## src/rtl/ild_pkg.sv

```systemverilog
package ild_pkg;
  localparam logic [3:0] NO_REG  = 4'h8;
  localparam logic [3:0] C_NOP   = 4'h0;
  localparam logic [3:0] C_HALT  = 4'h1;
  localparam logic [3:0] C_RRMV  = 4'h2;
  localparam logic [3:0] C_IRMV  = 4'h3;
  localparam logic [3:0] C_RMMV  = 4'h4;
  localparam logic [3:0] C_MRMV  = 4'h5;
  localparam logic [3:0] C_ALU   = 4'h6;
  localparam logic [3:0] C_JMP   = 4'h7;
  localparam logic [3:0] ALU_FMAX = 4'h3;
  localparam logic [3:0] JMP_FMAX = 4'h6;

  typedef struct packed {
    logic       bad;
    logic       has_reg;
    logic       has_const;
    logic       const_at1;
  } shape_t;
endpackage

```

## src/rtl/ild_classify.sv

```systemverilog
module ild_classify
  import ild_pkg::*;
#(
  parameter int LEN_W = 3
) (
  input  logic [3:0]       icode,
  input  logic [3:0]       ifun,
  output shape_t           shape,
  output logic [LEN_W-1:0] len
);
  logic [LEN_W-1:0] raw_len;
  shape_t           raw;

  always_comb begin
    raw     = '0;
    raw_len = LEN_W'(1);
    unique case (icode)
      C_NOP, C_HALT: begin
        raw.bad = (ifun != 4'h0);
      end
      C_RRMV: begin
        raw_len     = LEN_W'(2);
        raw.has_reg = 1'b1;
        raw.bad     = (ifun != 4'h0);
      end
      C_ALU: begin
        raw_len     = LEN_W'(2);
        raw.has_reg = 1'b1;
        raw.bad     = (ifun > ALU_FMAX);
      end
      C_IRMV, C_RMMV, C_MRMV: begin
        raw_len       = LEN_W'(6);
        raw.has_reg   = 1'b1;
        raw.has_const = 1'b1;
        raw.bad       = (ifun != 4'h0);
      end
      C_JMP: begin
        raw_len       = LEN_W'(5);
        raw.has_const = 1'b1;
        raw.const_at1 = 1'b1;
        raw.bad       = (ifun > JMP_FMAX);
      end
      default: begin
        raw.bad = 1'b1;
      end
    endcase
  end

  always_comb begin
    if (raw.bad) begin
      shape = '{bad: 1'b1, has_reg: 1'b0, has_const: 1'b0, const_at1: 1'b0};
      len   = LEN_W'(1);
    end else begin
      shape = raw;
      len   = raw_len;
    end
  end
endmodule

```

## src/rtl/ild_const.sv

```systemverilog
module ild_const #(
  parameter int WORD_W = 32,
  parameter int WIN_BYTES = 6
) (
  input  logic [WIN_BYTES*8-1:0] win,
  input  logic                   has_const,
  input  logic                   const_at1,
  output logic [WORD_W-1:0]      valc
);
  localparam int CBYTES = WORD_W / 8;

  for (genvar k = 0; k < CBYTES; k++) begin : g_byte
    logic [7:0] from1;
    logic [7:0] from2;
    assign from1 = win[8*(1+k) +: 8];
    assign from2 = win[8*(2+k) +: 8];
    assign valc[8*k +: 8] = !has_const ? 8'h00 : (const_at1 ? from1 : from2);
  end
endmodule

```

## src/rtl/ild_regsplit.sv

```systemverilog
module ild_regsplit
  import ild_pkg::*;
(
  input  logic [7:0] reg_byte,
  input  logic       present,
  output logic [3:0] ra,
  output logic [3:0] rb
);
  always_comb begin
    if (present) begin
      ra = reg_byte[7:4];
      rb = reg_byte[3:0];
    end else begin
      ra = NO_REG;
      rb = NO_REG;
    end
  end
endmodule

```

## src/rtl/insn_len_decoder.sv

```systemverilog
module insn_len_decoder
  import ild_pkg::*;
#(
  parameter int ADDR_W = 32,
  parameter int WORD_W = 32,
  parameter int WIN_BYTES = 2 + WORD_W/8,
  parameter int LEN_W = $clog2(WIN_BYTES + 1)
) (
  input  logic                   clk,
  input  logic                   rst_n,
  input  logic                   dec_en,
  input  logic [WIN_BYTES*8-1:0] fetch_win,
  input  logic [ADDR_W-1:0]      fetch_pc,
  output logic                   out_vld,
  output logic [3:0]             out_icode,
  output logic [3:0]             out_ifun,
  output logic [3:0]             out_ra,
  output logic [3:0]             out_rb,
  output logic [WORD_W-1:0]      out_valc,
  output logic [LEN_W-1:0]       out_len,
  output logic [ADDR_W-1:0]      out_valp,
  output logic                   out_bad
);
  logic [3:0]        d_icode, d_ifun, d_ra, d_rb;
  shape_t            d_shape;
  logic [LEN_W-1:0]  d_len;
  logic [WORD_W-1:0] d_valc;
  logic [ADDR_W-1:0] d_valp;

  assign d_icode = fetch_win[7:4];
  assign d_ifun  = fetch_win[3:0];

  ild_classify #(.LEN_W(LEN_W)) u_cls (
    .icode (d_icode),
    .ifun  (d_ifun),
    .shape (d_shape),
    .len   (d_len)
  );

  ild_regsplit u_reg (
    .reg_byte (fetch_win[15:8]),
    .present  (d_shape.has_reg),
    .ra       (d_ra),
    .rb       (d_rb)
  );

  ild_const #(.WORD_W(WORD_W), .WIN_BYTES(WIN_BYTES)) u_const (
    .win       (fetch_win),
    .has_const (d_shape.has_const),
    .const_at1 (d_shape.const_at1),
    .valc      (d_valc)
  );

  assign d_valp = fetch_pc + ADDR_W'(d_len);

  always_ff @(posedge clk or negedge rst_n) begin
    if (!rst_n) begin
      out_vld <= 1'b0;
    end else begin
      out_vld <= dec_en;
    end
  end

  always_ff @(posedge clk or negedge rst_n) begin
    if (!rst_n) begin
      out_icode <= 4'h0;
      out_ifun  <= 4'h0;
      out_ra    <= NO_REG;
      out_rb    <= NO_REG;
      out_valc  <= '0;
      out_len   <= '0;
      out_valp  <= '0;
      out_bad   <= 1'b0;
    end else if (dec_en) begin
      out_icode <= d_icode;
      out_ifun  <= d_ifun;
      out_ra    <= d_ra;
      out_rb    <= d_rb;
      out_valc  <= d_valc;
      out_len   <= d_len;
      out_valp  <= d_valp;
      out_bad   <= d_shape.bad;
    end
  end
endmodule

```

## config.mk

```make
export PLATFORM = sky130hd
export DESIGN_NAME = insn_len_decoder
export DESIGN_NICKNAME = d
export VERILOG_FILES = /design/src/rtl/ild_pkg.sv /design/src/rtl/ild_classify.sv /design/src/rtl/ild_const.sv /design/src/rtl/ild_regsplit.sv /design/src/rtl/insn_len_decoder.sv
export SDC_FILE = /design/constraint.sdc
export NUM_CORES = 1
export LEC_CHECK = 0
export ABC_CLOCK_PERIOD_IN_PS = 1200
export BUFFER_PORTS_ARGS = -buffer_cell sky130_fd_sc_hd__buf_2
export CORE_UTILIZATION = 30
export DETAILED_ROUTE_END_ITERATION = 8
export PLACE_DENSITY = 0.61
export SYNTH_ARGS = -nofsm -noshare
export SYNTH_HDL_FRONTEND = slang
export SYNTH_SLANG_ARGS = --single-unit
```

## constraint.sdc

```tcl
create_clock -name clk -period 1.2 [get_ports clk]
set_input_delay 0.06 -clock clk [delete_from_list [all_inputs] [get_ports clk]]
set_output_delay 0.06 -clock clk [all_outputs]
set_load 0.05 [all_outputs]
```

Word-level counts from Yosys, hierarchy flattened. Cells that the tools add are included.

Register bits: 85. Input port bits: 83.

Add/sub/neg operators: 1. Order comparisons: 2. Equal/unequal tests: 7. Multiplexer cells: 17. Reduce and logical (&&, ||, !) cells: 7.

Operators with widths (number): 8-bit 2-to-1 mux (8); 32-bit by 3-bit adder with 32-bit output (1); 4-bit by 3-bit equality test with 1-bit output (second input constant) (4); 4-bit 2-to-1 mux (3); 3-bit case mux with 3 select lines (1); 4-bit by 2-bit equality test with 1-bit output (second input constant) (2); 6-bit OR reduction (1); 5-bit OR reduction (1); 4-bit by 1-bit equality test with 1-bit output (second input constant) (1); 4-bit by 2-bit greater-than comparator with 1-bit output (second input constant) (1); 4-bit by 3-bit greater-than comparator with 1-bit output (second input constant) (1); 4-bit logical NOT (1); 4-bit nonzero test (1); 4-bit OR reduction (1); 1-bit 2-to-1 mux (3); 3-bit 2-to-1 mux (1); 1-bit case mux with 3 select lines (1); 3-bit OR reduction (1); 2-bit OR reduction (1).

Logic depth before layout (Yosys ltp).
Word-level depth: 6. Mapped depth: 11. Mapped depth without buffers: 10.

By module. Synthesis repeated with hierarchy kept, for this count alone.

Cells, all modules: 419. Area total of the unflattened synthesis: 4619.4 µm².

Modules (own cells, without submodules): insn_len_decoder (instances 1, cells each 324, area each 3858.7 µm², seq. area each 2129.5 µm²); ild_const (instances 1, cells each 71, area each 603.1 µm², seq. area each 0.0 µm²); ild_classify (instances 1, cells each 16, area each 107.6 µm², seq. area each 0.0 µm²); ild_regsplit (instances 1, cells each 8, area each 50.0 µm², seq. area each 0.0 µm²).

Worst setup path before layout. No wires, ideal clock.

Kind: input to register. Start: input port fetch_win[5]. End: register out_valp[20]. Setup time: 0.082 ns. Data arrival time: 2.495 ns. Path slack: -1.377 ns. Cell stages on the path: 9. Buffers on the path: 1. Cell sequence: clkbuf_1 -> a2bb2oi_1 -> nor3_1 -> nand3_1 -> fa_1 -> nor2b_1 -> o21ai_1 -> or4_1 -> a31oi_1.

Longest elaborated chain between the ends: 5. Elaborated cells between the ends (all ways): 15. Those cells by class: add/sub (1); eq/ne (7); mux (3); reduce/logical (4).

RTL lines: start, declared (RTL line insn_len_decoder.sv:12) `input logic [WIN_BYTES*8-1:0] fetch_win,`; 4-bit by 1-bit equality test with 1-bit output, or another cell as far along (RTL line ild_classify.sv:17) `unique case (icode)`; 6-bit OR reduction (no line), or another cell as far along; 1-bit case mux with 3 select lines / 3-bit case mux with 3 select lines (equally long branches) (RTL line ild_classify.sv:17); 3-bit 2-to-1 mux (*) (RTL line ild_classify.sv:50) `if (raw.bad) begin`; 32-bit by 3-bit adder with 32-bit output (*) (RTL line insn_len_decoder.sv:54) `assign d_valp = fetch_pc + ADDR_W'(d_len);`; end signal, assigned (RTL line insn_len_decoder.sv:81) `out_valp <= d_valp;`; end, declared (RTL line insn_len_decoder.sv:21) `output logic [ADDR_W-1:0] out_valp,`.

Mark *: on every way between the ends. The rest lies on a longest branch, timed or not. A chain may end at the register's enable or synchronous reset.

Worst setup path in the final report.
Start: input port fetch_win[5]. End: register out_valp[20].

Longest elaborated chain between the ends: 5. Elaborated cells between the ends (all ways): 15. Those cells by class: add/sub (1); eq/ne (7); mux (3); reduce/logical (4).

RTL lines: 4-bit by 1-bit equality test with 1-bit output, or another cell as far along (RTL line ild_classify.sv:17); 6-bit OR reduction (no line), or another cell as far along; 1-bit case mux with 3 select lines / 3-bit case mux with 3 select lines (equally long branches) (RTL line ild_classify.sv:17); 3-bit 2-to-1 mux (*) (RTL line ild_classify.sv:50); named net d_len[0] (RTL line insn_len_decoder.sv:26) `logic [LEN_W-1:0] d_len;`; 32-bit by 3-bit adder with 32-bit output (*) (RTL line insn_len_decoder.sv:54).

The timed path passes the listed nets; every way through them passes the cells marked *.

==> flow_summary.toml <==
[setup_path]
critPathMaxFanout = 7
cp_slowest_stage_delay_ns = 0.52
critPathCaptureType = "register"
critPathSlowestCell = "or4_1"
path_delay_family = "simple AND/OR/NAND/NOR gates"
cp_cell_sequence = "buf_4, a2bb2oi_4, nor3_4, nand3_1, ha_2, inv_2, fa_2, nor2b_4, o21ai_4, or4_1, a31oi_1"
cp.arrival_ns = 2.13
worstSetupPathType = "in2reg"
required_ns = 1.46
start_kind = "input port"
cp_num_buf_inv = 2

[die]
start_util = 0.310
num_rows = 43
die_height_um = 122
die_area_um2 = 14900
fp.dieW_um = 122
coreArea_um2 = 14000
ioPinCount = 168

[sta]
skew_ns = 0
fin_hold_ws_ns = 0.0124
setup_ws_ns = -0.666
fin_crit_ns = 1.87
finalSetupTns_ns = -15.73
setup-violations-final = 30
rsz0062_at_grt = "yes"
tightest_slew_ns = 0.463
relSlewSlack = 0.691
hold_viol_final = 0
drv_slew = 0
max_freq_mhz = 536
post-route-period-util = 1.55

[synthesis]
synthFlopType = "dfrtp_1"
syn_avg_cell_area_um2 = 9.90
ys_types = 47
synth_edf_count = 0
postSynth.asyncResetShare = 1.00
ys_ff_latch = 85
netlist_area_um2 = 4340
syn_inst = 438
syn-num-nets = 525
yosys_warnings = 0
synth_seq_area_share = 0.491

[route]
drc = 0
wire_per_inst_um = 15.2
firstDrtPassIters = 4
ant_nets = 0
via_count = 4293
met1Wirelength_um = 5970
wl_met2_um = 6190
avgViaCountPerCell = 4.90
wl_met3_um = 965
dr.max_layer_used = "met5"
dr.first_iter.drc_count = 199
wirelength_um = 13300

[power_and_ir_drop]
switchingPower_w = 0.00246
switching_share = 0.318
clockPowerShare = 0.361
seqPwrFrac = 0.402
cell_internal_pwr_w = 0.00530
comb_power_share = 0.237
p_total_w = 0.00776
ir_drop_mv = 0.665
p_per_area_nw_per_um2 = 1140
p_leak_nw = 3.32

[placement]
hpwl_um = 9840
portBuffers = 167
dp.cells = 835
post-place-ws_ns = -1.13
place.gp.congestion = 0.853

[global_routing]
antenna_found_initial = 1
grtUsageTotal = 0.180
grt_pass1_vias = 4232
grt_overflow = 0
grt_pass1_wl_um = 20900
grt_max_degree = 86

[clocking]
cts_root_buf = "clkbuf_16"
cts_made_buffers = 9
htreeDepth = 3
cts_tree = "built"
numClockSinks = 85
worstSkewPairLatency_ns = 0.34
path_clk_slew_ns = 0.07
cts_buffer_depth = 2

[final_layout]
multi_input_area_um2 = 2160
final_cell_mix = "buf_2 (159), dfrtp_1 (83), buf_4 (74)"
regArea_um2 = 2130
antennaDiodeCount = 0
syn2layout_area_growth_pct = 57.2
final_layout_size_suffix_gt1_frac = 0.451
nFillCells = 1292
final_nets = 778
stdcell_count = 876
final_common_cell = "buf_2"

[outcome]
outcome = "finished, violations left"
violations = "setup timing"

[run]
cap_violations = 0

[min_path]
hp-class = "in2reg"
-- logic make-up after synthesis --
kind of cell / Yosys count / synth area share
simple gates: 102 / 0.132
fa+ha+maj: 4 / 0.0133
buf+inv: 82 / 0.0727
mux: 45 / 0.107
compound gates: 109 / 0.161
flops: 85 / 0.491
xor+xnor: 11 / 0.0222
-- worst min-delay path, cell delays in order --
cell and delay, ns:
buf_2 0.08, mux2i_1 0.06, o22ai_1 0.11
-- per-layer routing --
layer  GRT usage  up-vias
li1            -     2104
met1       0.234     2010
met2       0.297      160
met3      0.0344       17
met4      0.0678        2
met5           0        -
-- cells in the mapped netlist (3+ instances only) --
cell type	instances	share of area
dfrtp_1	83	0.48
inv_1	57	0.049
o22ai_1	38	0.055
mux2i_1	34	0.078
nor2_1	28	0.024
clkbuf_1	23	0.020
a31oi_1	19	0.027
nand3_1	13	0.015
a21oi_1	12	0.014
or4_1	12	0.021
mux2_2	11	0.029
nand2_1	10	0.0087
o31ai_1	10	0.017
nand4_1	9	0.013
o21ai_0	9	0.010
or3_1	7	0.010
xnor2_1	7	0.014
and4_1	4	0.0081
xor2_1	4	0.0081
a211oi_1	3	0.0052
and3_1	3	0.0043
ha_1	3	0.0087
nor3_1	3	0.0035
o2111ai_1	3	0.0061
o21ai_1	3	0.0035
-- registers in the layout, summed over array words and instances, names as in the netlist --
| register | cells |
|---|---|
| out_ra | 4 |
| out_bad | 1 |
| out_ifun | 4 |
| out_valc | 32 |
| out_icode | 4 |
| out_len | 3 |
| out_vld | 1 |
| out_rb | 4 |
| out_valp | 32 |
-- metrics by stage --
stage	utilization	instance area (µm²)
2_1_floorplan	-	4470
3_3_place_gp	0.433	6060
3_5_place_dp	0.433	6060
4_1_cts	0.484	6780
5_1_grt	0.487	6820
6_report	0.487	6820
-- timing repair --
action / in CTS / in global routing
endpoints found under the setup margin: 33 / 31
resized for setup: 44 / 7
pin swaps: 41 / 6
buffers inserted: 9 / 2
endpoints found under the hold margin: 96 / 0
hold buffers: 14 / 0
gates cloned: 0 / 0
-- path summary, 6_finish.rpt --
| path | from | endpoint | slack [ns] | depth (start not counted) |
|---|---|---|---|---|
| worst max-delay path | fetch_win[5] | out_valp[20] | -0.67 | 11 |
| worst min-delay path | fetch_win[44] | out_valc[28] | 0.01 | 3 |
| worst max register to register | out_valp[31] | out_valp[31] | 0.23 | 3 |
| worst min register to register | out_icode[3] | out_icode[3] | 0.50 | 1 |
| max in group asynchronous | rst_n | out_rb[3] | 0.53 | 3 |
| min in group asynchronous | rst_n | out_valc[21] | 0.32 | 3 |
-- area by class of cell --
class | count | share of cell area
multi-input combinational | 271 | 0.316
sequential | 85 | 0.312
timing repair buffer | 267 | 0.263
clock buffer | 9 | 0.0330
tap | 180 | 0.0330
inverter | 57 | 0.0314
clock inverter | 7 | 0.0112
-- power by group through the flow --
stage	clock, W	sequential [W]	combinational, W
detailed placement	0	0.00317	0.00171
finish	0.00280	0.00312	0.00184
CTS	0.00289	0.00312	0.00184
global placement	0	0.00316	0.00169
floorplan	0	0.00374	0.000419
global route	0.00299	0.00313	0.00196
Power figures use the tool's default switching activity.
